<file path="src/rtl/bay_pkg.sv">
package bay_pkg;

    localparam int NUM_BAYS   = 2;
    localparam int DATA_W     = 32;
    localparam int ADDR_W     = 8;
    localparam int FF_W       = 3;
    localparam int ST_W       = 3;
    localparam int PIN_W      = 4;
    localparam int SYNC_DEPTH = 2;

    // status word field positions
    localparam int BIT_USB    = 0;
    localparam int BIT_1394   = 1;
    localparam int BIT_CHG    = 2;
    localparam int BIT_RR     = 3;
    localparam int ST_LO      = 4;
    localparam int BIT_SEC    = 7;
    localparam int FF_LO      = 8;
    localparam int USED_W     = FF_LO + FF_W;

    // synchronized pin vector positions (active high after inversion)
    localparam int PIN_USB    = 0;
    localparam int PIN_1394   = 1;
    localparam int PIN_SEC    = 2;
    localparam int PIN_RR     = 3;

    typedef enum logic [ST_W-1:0] {
        ST_EMPTY    = 3'd0,
        ST_INSERTED = 3'd1,
        ST_ENABLED  = 3'd2,
        ST_REM_REQ  = 3'd3,
        ST_REM_OK   = 3'd4
    } bay_state_e;

    function automatic logic [ADDR_W-1:0] bay_offset(input int idx);
        return (idx == 0) ? ADDR_W'('h14) : ADDR_W'('h20);
    endfunction

endpackage

</file>
<file path="src/rtl/bay_sync.sv">
module bay_sync #(
    parameter int W      = 4,
    parameter int STAGES = 2
) (
    input  logic         clk,
    input  logic         rst_n,
    input  logic [W-1:0] d,
    output logic [W-1:0] q
);

    logic [STAGES-1:0][W-1:0] stg;

    always_ff @(posedge clk or negedge rst_n) begin
        if (!rst_n) begin
            stg <= '0;
        end else begin
            for (int i = STAGES - 1; i > 0; i--) begin
                stg[i] <= stg[i-1];
            end
            stg[0] <= d;
        end
    end

    assign q = stg[STAGES-1];

endmodule

</file>
<file path="src/rtl/bay_ffield.sv">
module bay_ffield #(
    parameter int W = 3
) (
    input  logic         clk,
    input  logic         por_n,
    input  logic         wr_hit,
    input  logic [W-1:0] wval,
    output logic [W-1:0] val
);

    logic done_q;
    logic take;

    assign take = wr_hit && !done_q;

    // write-once status: only power-on clears it
    always_ff @(posedge clk or negedge por_n) begin
        if (!por_n) begin
            done_q <= 1'b0;
        end else if (take) begin
            done_q <= 1'b1;
        end
    end

    // value holds through every reset
    always_ff @(posedge clk) begin
        if (take) begin
            val <= wval;
        end
    end

endmodule

</file>
<file path="src/rtl/bay_unit.sv">
module bay_unit
    import bay_pkg::*;
(
    input  logic              clk,
    input  logic              rst_n,
    input  logic              por_n,
    input  logic [PIN_W-1:0]  pins_n,
    input  logic              seclock_en,
    input  logic              remreq_en,
    input  logic              chg_en,
    input  logic              remwake_en,
    input  logic              wr_hit,
    input  logic [DATA_W-1:0] wdata,
    output logic [DATA_W-1:0] rd_word,
    output logic [ST_W-1:0]   st_code,
    output logic [1:0]        pres_o,
    output logic              rr_sts,
    output logic              chg_sts,
    output logic [FF_W-1:0]   ff_o
);

    logic [PIN_W-1:0] sy;
    logic [1:0]       pres, pres_q;
    logic             rr_q;
    logic             ins_ev, rem_ev, gone_ev, btn_ev, chg_set;
    logic             clr_rr, clr_chg;
    bay_state_e       st_q, st_d;

    bay_sync #(.W(PIN_W), .STAGES(SYNC_DEPTH)) u_sync (
        .clk   (clk),
        .rst_n (rst_n),
        .d     (~pins_n),
        .q     (sy)
    );

    bay_ffield #(.W(FF_W)) u_ff (
        .clk    (clk),
        .por_n  (por_n),
        .wr_hit (wr_hit),
        .wval   (wdata[FF_LO +: FF_W]),
        .val    (ff_o)
    );

    assign pres = {sy[PIN_1394], sy[PIN_USB]};

    always_ff @(posedge clk or negedge rst_n) begin
        if (!rst_n) begin
            pres_q <= '0;
            rr_q   <= 1'b0;
        end else begin
            pres_q <= pres;
            rr_q   <= sy[PIN_RR];
        end
    end

    assign ins_ev  = |(pres & ~pres_q);
    assign rem_ev  = |(pres_q & ~pres);
    assign gone_ev = rem_ev && (pres == 2'b00);
    assign btn_ev  = sy[PIN_RR] && !rr_q;
    assign chg_set = ins_ev || (rem_ev && !((st_q == ST_REM_OK) && !remwake_en));
    assign clr_rr  = wr_hit && wdata[BIT_RR];
    assign clr_chg = wr_hit && wdata[BIT_CHG];

    // state register
    always_ff @(posedge clk or negedge rst_n) begin
        if (!rst_n) begin
            st_q <= ST_EMPTY;
        end else begin
            st_q <= st_d;
        end
    end

    // next state: EMPTY on last removal, then button, then insertion
    always_comb begin
        st_d = st_q;
        unique case (st_q)
            ST_EMPTY: begin
                if (ins_ev && chg_en) begin
                    st_d = ST_INSERTED;
                end
            end
            ST_INSERTED, ST_ENABLED, ST_REM_REQ, ST_REM_OK: begin
                if (gone_ev) begin
                    st_d = ST_EMPTY;
                end else if (btn_ev) begin
                    st_d = remreq_en ? ST_REM_OK : ST_REM_REQ;
                end else if (ins_ev && chg_en) begin
                    st_d = ST_INSERTED;
                end
            end
            default: st_d = ST_EMPTY;
        endcase
    end

    // sticky event outputs
    always_ff @(posedge clk or negedge rst_n) begin
        if (!rst_n) begin
            rr_sts  <= 1'b0;
            chg_sts <= 1'b0;
        end else begin
            rr_sts  <= btn_ev  || (rr_sts  && !clr_rr);
            chg_sts <= chg_set || (chg_sts && !clr_chg);
        end
    end

    always_comb begin
        rd_word                   = '0;
        rd_word[BIT_USB]          = sy[PIN_USB];
        rd_word[BIT_1394]         = sy[PIN_1394];
        rd_word[BIT_CHG]          = chg_sts;
        rd_word[BIT_RR]           = rr_sts;
        rd_word[ST_LO +: ST_W]    = st_q;
        rd_word[BIT_SEC]          = seclock_en && sy[PIN_SEC];
        rd_word[FF_LO +: FF_W]    = ff_o;
    end

    assign st_code = st_q;
    assign pres_o  = pres;

endmodule

</file>
<file path="src/rtl/bay_status_ctrl.sv">
module bay_status_ctrl
    import bay_pkg::*;
(
    input  logic                clk,
    input  logic                rst_n,
    input  logic                por_n,
    input  logic [ADDR_W-1:0]   reg_addr,
    input  logic                reg_wr,
    input  logic [DATA_W-1:0]   reg_wdata,
    output logic [DATA_W-1:0]   reg_rdata,
    input  logic [NUM_BAYS-1:0] remreq_n,
    input  logic [NUM_BAYS-1:0] secure_n,
    input  logic [NUM_BAYS-1:0] pr1394_n,
    input  logic [NUM_BAYS-1:0] prusb_n,
    input  logic [NUM_BAYS-1:0] seclock_en,
    input  logic [NUM_BAYS-1:0] remreq_en,
    input  logic [NUM_BAYS-1:0] chg_en,
    input  logic [NUM_BAYS-1:0] remwake_en,
    output logic                alert
);

    logic                             rst_all_n;
    logic [NUM_BAYS-1:0]              wr_hit;
    logic [NUM_BAYS-1:0]              rd_hit;
    logic [NUM_BAYS-1:0][DATA_W-1:0]  word_w;
    logic [NUM_BAYS-1:0][ST_W-1:0]    st_w;
    logic [NUM_BAYS-1:0][1:0]         pres_w;
    logic [NUM_BAYS-1:0][FF_W-1:0]    ff_w;
    logic [NUM_BAYS-1:0]              rr_sts;
    logic [NUM_BAYS-1:0]              chg_sts;

    assign rst_all_n = rst_n & por_n;

    for (genvar b = 0; b < NUM_BAYS; b++) begin : g_bay
        assign rd_hit[b] = (reg_addr == bay_offset(b));
        assign wr_hit[b] = reg_wr && rd_hit[b];

        bay_unit u_bay (
            .clk        (clk),
            .rst_n      (rst_all_n),
            .por_n      (por_n),
            .pins_n     ({remreq_n[b], secure_n[b], pr1394_n[b], prusb_n[b]}),
            .seclock_en (seclock_en[b]),
            .remreq_en  (remreq_en[b]),
            .chg_en     (chg_en[b]),
            .remwake_en (remwake_en[b]),
            .wr_hit     (wr_hit[b]),
            .wdata      (reg_wdata),
            .rd_word    (word_w[b]),
            .st_code    (st_w[b]),
            .pres_o     (pres_w[b]),
            .rr_sts     (rr_sts[b]),
            .chg_sts    (chg_sts[b]),
            .ff_o       (ff_w[b])
        );
    end

    always_comb begin
        reg_rdata = '0;
        alert     = 1'b0;
        for (int b = 0; b < NUM_BAYS; b++) begin
            if (rd_hit[b]) begin
                reg_rdata = reg_rdata | word_w[b];
            end
            alert = alert | (rr_sts[b] & remreq_en[b]) | (chg_sts[b] & chg_en[b]);
        end
    end

endmodule

</file>
<file path="config.mk">
export PLATFORM = sky130hd
export DESIGN_NAME = bay_status_ctrl
export DESIGN_NICKNAME = d
export VERILOG_FILES = /design/src/rtl/bay_pkg.sv /design/src/rtl/bay_sync.sv /design/src/rtl/bay_ffield.sv /design/src/rtl/bay_unit.sv /design/src/rtl/bay_status_ctrl.sv
export SDC_FILE = /design/constraint.sdc
export NUM_CORES = 1
export LEC_CHECK = 0
export ABC_AREA = 1
export CAP_MARGIN = 10
export CORE_MARGIN = 2
export CORE_UTILIZATION = 54
export CTS_CLUSTER_DIAMETER = 50
export DETAILED_ROUTE_END_ITERATION = 6
export DONT_BUFFER_PORTS = 1
export HOLD_SLACK_MARGIN = 0.08
export PLACE_DENSITY_LB_ADDON = 0.2
export RECOVER_POWER = 100
export SYNTH_ARGS = -nofsm -noshare
export SYNTH_HDL_FRONTEND = slang
export SYNTH_SLANG_ARGS = --single-unit
</file>
<file path="constraint.sdc">
create_clock -name clk -period 1.22 [get_ports clk]
set_input_delay 0.244 -clock clk [delete_from_list [all_inputs] [get_ports clk]]
set_output_delay 0.244 -clock clk [all_outputs]
set_load 0.005 [all_outputs]
</file>
== After elaboration in Yosys (flattened, before gate mapping) ==
Cells that the tools add are included.

* Bits of input ports: 60
* Output and inout bits: 33
* Register bits: 40

* Muxes and demuxes: 12
* Eq/ne operators: 10
* Reductions and logical operators: 52
* Bitwise logic cells: 19

{| class="wikitable"
|+ Operators with widths
! cell !! count
|-
| $mux W32 || 1
|-
| $logic_and A1 B1 Y1 || 24
|-
| $mux W3 || 8
|-
| $eq A3 B2 Y1 const B || 4
|-
| $logic_not A1 Y1 || 12
|-
| $pmux W3 S2 || 2
|-
| $mux W11 || 1
|-
| $or A11 B11 Y11 || 1
|-
| $and A2 B2 Y2 || 4
|-
| $eq A8 B5 Y1 const B || 1
|-
| $eq A8 B6 Y1 const B || 1
|-
| $not A2 Y2 || 4
|-
| $not A4 Y4 || 2
|-
| $reduce_or A2 Y1 || 4
|-
| $reduce_or A4 Y1 || 2
|-
| $eq A3 B1 Y1 const B || 2
|-
| $eq A3 B3 Y1 const B || 2
|-
| $logic_not A3 Y1 || 2
|-
| $logic_or A1 B1 Y1 || 6
|-
| $and A1 B1 Y1 || 5
|-
| $logic_not A2 Y1 || 2
|-
| $or A1 B1 Y1 || 3
|}

== Longest topological paths before layout ==
* Word-level depth: 8
* Mapped depth: 9

== Hierarchy ==
A second synthesis with hierarchy kept.

* Cells, all modules: 358
* Area, all modules: 2,755.1 µm²

{| class="wikitable"
|+ Modules (own cells, without submodules)
! module !! times used !! cells an instance !! seq. area each (µm²) !! area each (µm²)
|-
| bay_unit || 2 || 90 || 200.2 || 646.9
|-
| bay_status_ctrl || 1 || 138 || 0.0 || 740.7
|-
| bay_sync || 2 || 12 || 200.2 || 230.2
|-
| bay_ffield || 2 || 8 || 115.1 || 130.1
|}

== Least setup slack after synthesis ==
Ideal clock, no wire load.

* Path type: input -> register
* Start: in reg_addr[0]
* End: reg g_bay[0].u_bay.u_ff.val[0], enable pin
* Stages: 5
* Library setup time: 0.319 ns
* Path buffers: 0
* Arrival time: 0.963 ns
* Setup slack: -0.062 ns
* Data required time: 0.901 ns
* Cells stage by stage: inv_1 > nand2_1 > nor4_4 > nand3_1 > nor2_1

* Word-level cells in the longest chain between the ends: 3

{| class="wikitable"
|+ Ends and longest elaborated chain
! what !! RTL line !! text
|-
| start: declaration || bay_status_ctrl.sv:7 || <nowiki>input logic [ADDR_W-1:0] reg_addr,</nowiki>
|-
| $eq A8 B5 Y1 || bay_status_ctrl.sv:35 || <nowiki>assign rd_hit[b] = (reg_addr == bay_offset(b));</nowiki>
|-
| $logic_and A1 B1 Y1 || bay_status_ctrl.sv:36 || <nowiki>assign wr_hit[b] = reg_wr && rd_hit[b];</nowiki>
|-
| $logic_and A1 B1 Y1 || bay_ffield.sv:14 || <nowiki>assign take = wr_hit && !done_q;</nowiki>
|-
| named net g_bay[0].u_bay.u_ff.take || bay_ffield.sv:12 || <nowiki>logic take;</nowiki>
|-
| end signal: assignment || bay_ffield.sv:28 || <nowiki>val <= wval;</nowiki>
|-
| end: declaration || bay_ffield.sv:8 || <nowiki>output logic [W-1:0] val</nowiki>
|}

The timed path passes the listed nets, and every way through them passes these cells.
A chain may end at the register's enable or synchronous reset.

== Final worst setup path ==
* Start: reg g_bay[0].u_bay.st_q[1]
* End: out reg_rdata[5]

* Word-level cells in the longest chain between the ends: 3

{| class="wikitable"
|+ Ends and longest elaborated chain
! what !! RTL line !! text
|-
| start: declaration || bay_unit.sv:27 || <nowiki>bay_state_e st_q, st_d;</nowiki>
|-
| start signal: assignment || bay_unit.sv:69 || <nowiki>st_q <= st_d;</nowiki>
|-
| $mux W11 (*) || bay_status_ctrl.sv:62 || <nowiki>if (rd_hit[b]) begin</nowiki>
|-
| $or A11 B11 Y11 || bay_status_ctrl.sv:63 || <nowiki>reg_rdata = reg_rdata | word_w[b];</nowiki>
|-
| $mux W32 (*) || bay_status_ctrl.sv:62 ||
|-
| end: declaration || bay_status_ctrl.sv:10 || <nowiki>output logic [DATA_W-1:0] reg_rdata,</nowiki>
|}

Mark *: on every way between the ends. The rest lies on a longest branch, timed or not.

==> insert_results.sql <==
INSERT INTO impl_metrics (metric_group, metric, value, unit) VALUES
('critical_path', 'worst_path_dominant_cell_family', 'flip-flops', ''),
('yosys', 'yosys_warnings', '0', ''),
('cells_and_area', 'layout-drive-gt1-share', '0.187', ''),
('detailed_routing', 'wire_per_inst', '11.7', 'um'),
('sta', 'timing.final.crit_period', '1.28', 'ns'),
('yosys', 'summed_instance_area_of_the_synthesized_netlist', '1920', 'um2'),
('cells_and_area', 'nets', '321', ''),
('critical_path', 'worst_ep_arrival_time', '1.03', 'ns'),
('yosys', 'post_synth_inst_count', '224', ''),
('place', 'portBuffers', '0', ''),
('critical_path', 'cp-end-kind', 'output pin', ''),
('cells_and_area', 'final.fill_count', '280', ''),
('detailed_routing', 'detail_route.wirelength', '3600', 'um'),
('grt', 'grt_max_degree', '33', ''),
('cells_and_area', 'finalNonFillerCells', '308', ''),
('detailed_routing', 'detailroute.via_count', '1480', ''),
('detailed_routing', 'detail_route.first_pass.iterations', '4', ''),
('floorplanning', 'die_area', '4060', 'um2'),
('cts', 'htree_levels', '2', ''),
('critical_path', 'critical-path-slowest-cell', 'dfrtp_1', ''),
('sta', 'hold_ws', '0.105', 'ns'),
('detailed_routing', 'initialDrtViolationCount', '46', ''),
('floorplanning', 'floorplan.die.height', '63.7', 'um'),
('critical_path', 'path_cells', 'buf_6, nand3_4, nand2_2', ''),
('yosys', 'count_of_different_cell_masters_after_synthesis', '19', ''),
('floorplanning', 'core_area', '3390', 'um2'),
('grt', 'grt_antenna_before_repair', '0', ''),
('cts', 'clock_sink_count', '40', ''),
('run_status', 'outcome', 'complete, but fails checks', ''),
('min_path', 'min-delay-path-class', 'in -> reg', ''),
('floorplanning', 'design.portCount', '93', ''),
('critical_path', 'worst-endpoint-required', '0.98', 'ns'),
('run_status', 'violations', 'negative setup slack', ''),
('place', 'placedCellCount', '279', ''),
('yosys', 'synth.yosys.seq_area_share', '0.536', ''),
('grt', 'grt.overflow.total', '0', ''),
('yosys', 'number_of_synthesized_register_bits', '40', ''),
('sta', 'timing_max_transition_violations_final', '0', ''),
('critical_path', 'setup.worst_path.start_class', 'flop', ''),
('floorplanning', 'die-width', '63.7', 'um'),
('cells_and_area', 'synthToLayoutAreaGrowth', '21.3', '%'),
('grt', 'grt_pass1_wl', '6010', 'um'),
('place', 'hpwlAfterDp', '2590', 'um'),
('cts', 'cts_tree', 'yes', ''),
('power', 'power.density', '1220', 'nW/um2'),
('job', 'timing.max_cap.violations', '0', ''),
('cts', 'clkTransAtPathRegs', '0.12', 'ns'),
('power', 'total_power', '2.85', 'mW'),
('critical_path', 'slowest_delay', '0.42', 'ns'),
('cts', 'number_of_buffers_inserted_during_clock_tree_synthesis', '5', ''),
('power', 'leakagePower', '1.18', 'nW'),
('power', 'ir_worst_vdd', '0.000854', 'V'),
('cells_and_area', 'diodes', '0', ''),
('yosys', 'synthesis.area_per_instance', '8.59', 'um2'),
('sta', 'timing.final.hold_violations', '0', ''),
('detailed_routing', 'post-route-drc-count', '0', ''),
('sta', 'grt_setup_unrepaired', 'true', ''),
('sta', 'setup-violations-final', '6', ''),
('cts', 'worst_skew_pair.late_latency', '0.35', 'ns'),
('cts', 'ctsRootBufferMaster', 'clkbuf_4', ''),
('critical_path', 'crit_type', 'reg -> out', ''),
('grt', 'grtUsageTotal', '0.194', ''),
('sta', 'finalWorstSetupSlack', '-0.0575', 'ns'),
('cts', 'cts.path.max_buffers', '2', ''),
('detailed_routing', 'final_antenna_net_count', '0', ''),
('critical_path', 'crit_path_max_fanout', '3', ''),
('place', 'place.gp.congestion', '0.825', ''),
('sta', 'final.period_utilization', '1.05', ''),
('detailed_routing', 'detail_route.vias_per_cell', '4.81', ''),
('floorplanning', 'placementRows', '21', ''),
('floorplanning', 'initial_utilization', '0.568', ''),
('sta', 'max_clock_freq', '0.783', 'GHz'),
('sta', 'clock-skew-final', '0.0140', 'ns'),
('critical_path', 'cp.buffers_inverters', '1', ''),
('grt', 'grt_pass1_vias', '1406', '');
## cells in the final DEF, fill, tap and decap left out, types with 2 or more instances in the layout
| cell | instances |
|---|---|
| a21oi_1 | 5 |
| a21oi_2 | 2 |
| buf_4 | 9 |
| buf_6 | 5 |
| clkbuf_1 | 2 |
| clkbuf_4 | 6 |
| conb_1 | 21 |
| dfrtp_1 | 34 |
| dlygate4sd3_1 | 18 |
| edfxtp_1 | 6 |
| inv_1 | 30 |
| inv_2 | 3 |
| nand2_1 | 51 |
| nand2_2 | 5 |
| nand3_1 | 24 |
| nand3_2 | 5 |
| nand4_1 | 5 |
| nor2_1 | 11 |
| nor2_2 | 4 |
| o21ai_0 | 3 |
| or2_2 | 2 |
## cells in the mapped netlist, drive strengths merged
library cell | count | area [um2]
nor2 | 15 | 56.3
nand3b | 1 | 7.51
conb | 1 | 3.75
nand4 | 5 | 31.3
nand2 | 56 | 210
o21ai | 5 | 25.0
nor4 | 1 | 21.3
or2 | 3 | 18.8
dfrtp | 34 | 851
nand3 | 30 | 155
nor3 | 2 | 15.0
inv | 33 | 124
edfxtp | 6 | 180
buf | 25 | 190
a21oi | 7 | 35.0
## logic make-up after synthesis
kind of cell	share of synthesized area
simple gates	0.268
buf+inv	0.163
flops	0.536
compound gates	0.0312
other cells	0.00195
## through the flow
step | setup WS, ns | utilization | instance area (um2) | setup TNS (ns)
floorplan | -0.0315 | - | 2010 | -0.189
global placement | -0.0882 | 0.584 | 1980 | -0.958
detailed placement | -0.0976 | 0.584 | 1980 | -1.20
CTS | -0.0465 | 0.685 | 2320 | -0.175
global route | -0.129 | 0.689 | 2330 | -1.02
finish | -0.0575 | 0.689 | 2330 | -0.211
## registers in the layout, indices dropped and copies added, names as in the netlist
| signal | flops |
|---|---|
| g_bay.u_bay.u_ff.val | 6 |
| g_bay.u_bay.st_code | 6 |
| g_bay.u_bay.rr_q | 2 |
| g_bay.u_bay.u_sync.q | 8 |
| g_bay.u_bay.u_ff.done_q | 2 |
| g_bay.u_bay.pres_q | 4 |
| g_bay.u_bay.rr_sts | 2 |
| g_bay.u_bay.u_sync.stg | 8 |
| g_bay.u_bay.chg_sts | 2 |
## path summary, 6_finish.rpt
check,from,endpoint,slack (ns),cells after the start
hold reg to reg,g_bay[0].u_bay.u_sync.stg[3]$_DFF_PN0_,g_bay[0].u_bay.u_sync.q[3]$_DFF_PN0_,0.34,0
setup reg to reg,g_bay[0].u_bay.st_code[1]$_DFF_PN0_,g_bay[0].u_bay.chg_sts$_DFF_PN0_,0,5
max in group asynchronous,por_n,g_bay[0].u_bay.u_sync.q[1]$_DFF_PN0_,0.37,4
min in group asynchronous,por_n,g_bay[1].u_bay.u_ff.done_q$_DFFE_PN0P_,0.13,1
setup / recovery,g_bay[0].u_bay.st_code[1]$_DFF_PN0_,reg_rdata[5],-0.06,3
hold / removal,reg_wdata[2],g_bay[1].u_bay.chg_sts$_DFF_PN0_,0.10,3
## worst reg2reg max path, cell delays in order (launching register included)
cell,delay (ns)
dfrtp_1,0.42
nor2_2,0.13
nand2_1,0.08
or2_2,0.27
a21oi_1,0.14
nand2_1,0.08
## what timing repair did
action | in CTS | in global routing
setup buffers | 3 | 0
resized for setup | 17 | 12
hold buffers | 18 | 0
pin swaps | 5 | 10
endpoints found under the setup margin | 11 | 19
endpoints found under the hold margin | 53 | 0
## routing by layer
layer,part of all wire,wire (um),track usage
met3,0.061,221,0.0625
met1,0.43,1560,0.234
met2,0.49,1760,0.320
met4,0.017,61,0.0788
met5,0,0,0
## final cells by class
type,instances,area [um2],share of cell area
Clock inverter,3,42.5,0.0182
Timing Repair Buffer,35,319,0.137
Clock buffer,5,37.5,0.0161
Sequential cell,40,1030,0.442
Tap cell,46,57.6,0.0247
Inverter,33,124,0.0531
Multi-Input combinational cell,146,723,0.310
## power breakdown
| part | switching (mW) | total [mW] | leakage (nW) | internal [mW] |
|---|---|---|---|---|
| clock | 0.432 | 0.860 | 0.0412 | 0.427 |
| sequential | 0.0483 | 1.48 | 0.462 | 1.43 |
| combinational | 0.277 | 0.508 | 0.672 | 0.231 |
(Power assumes the default switching activity.)
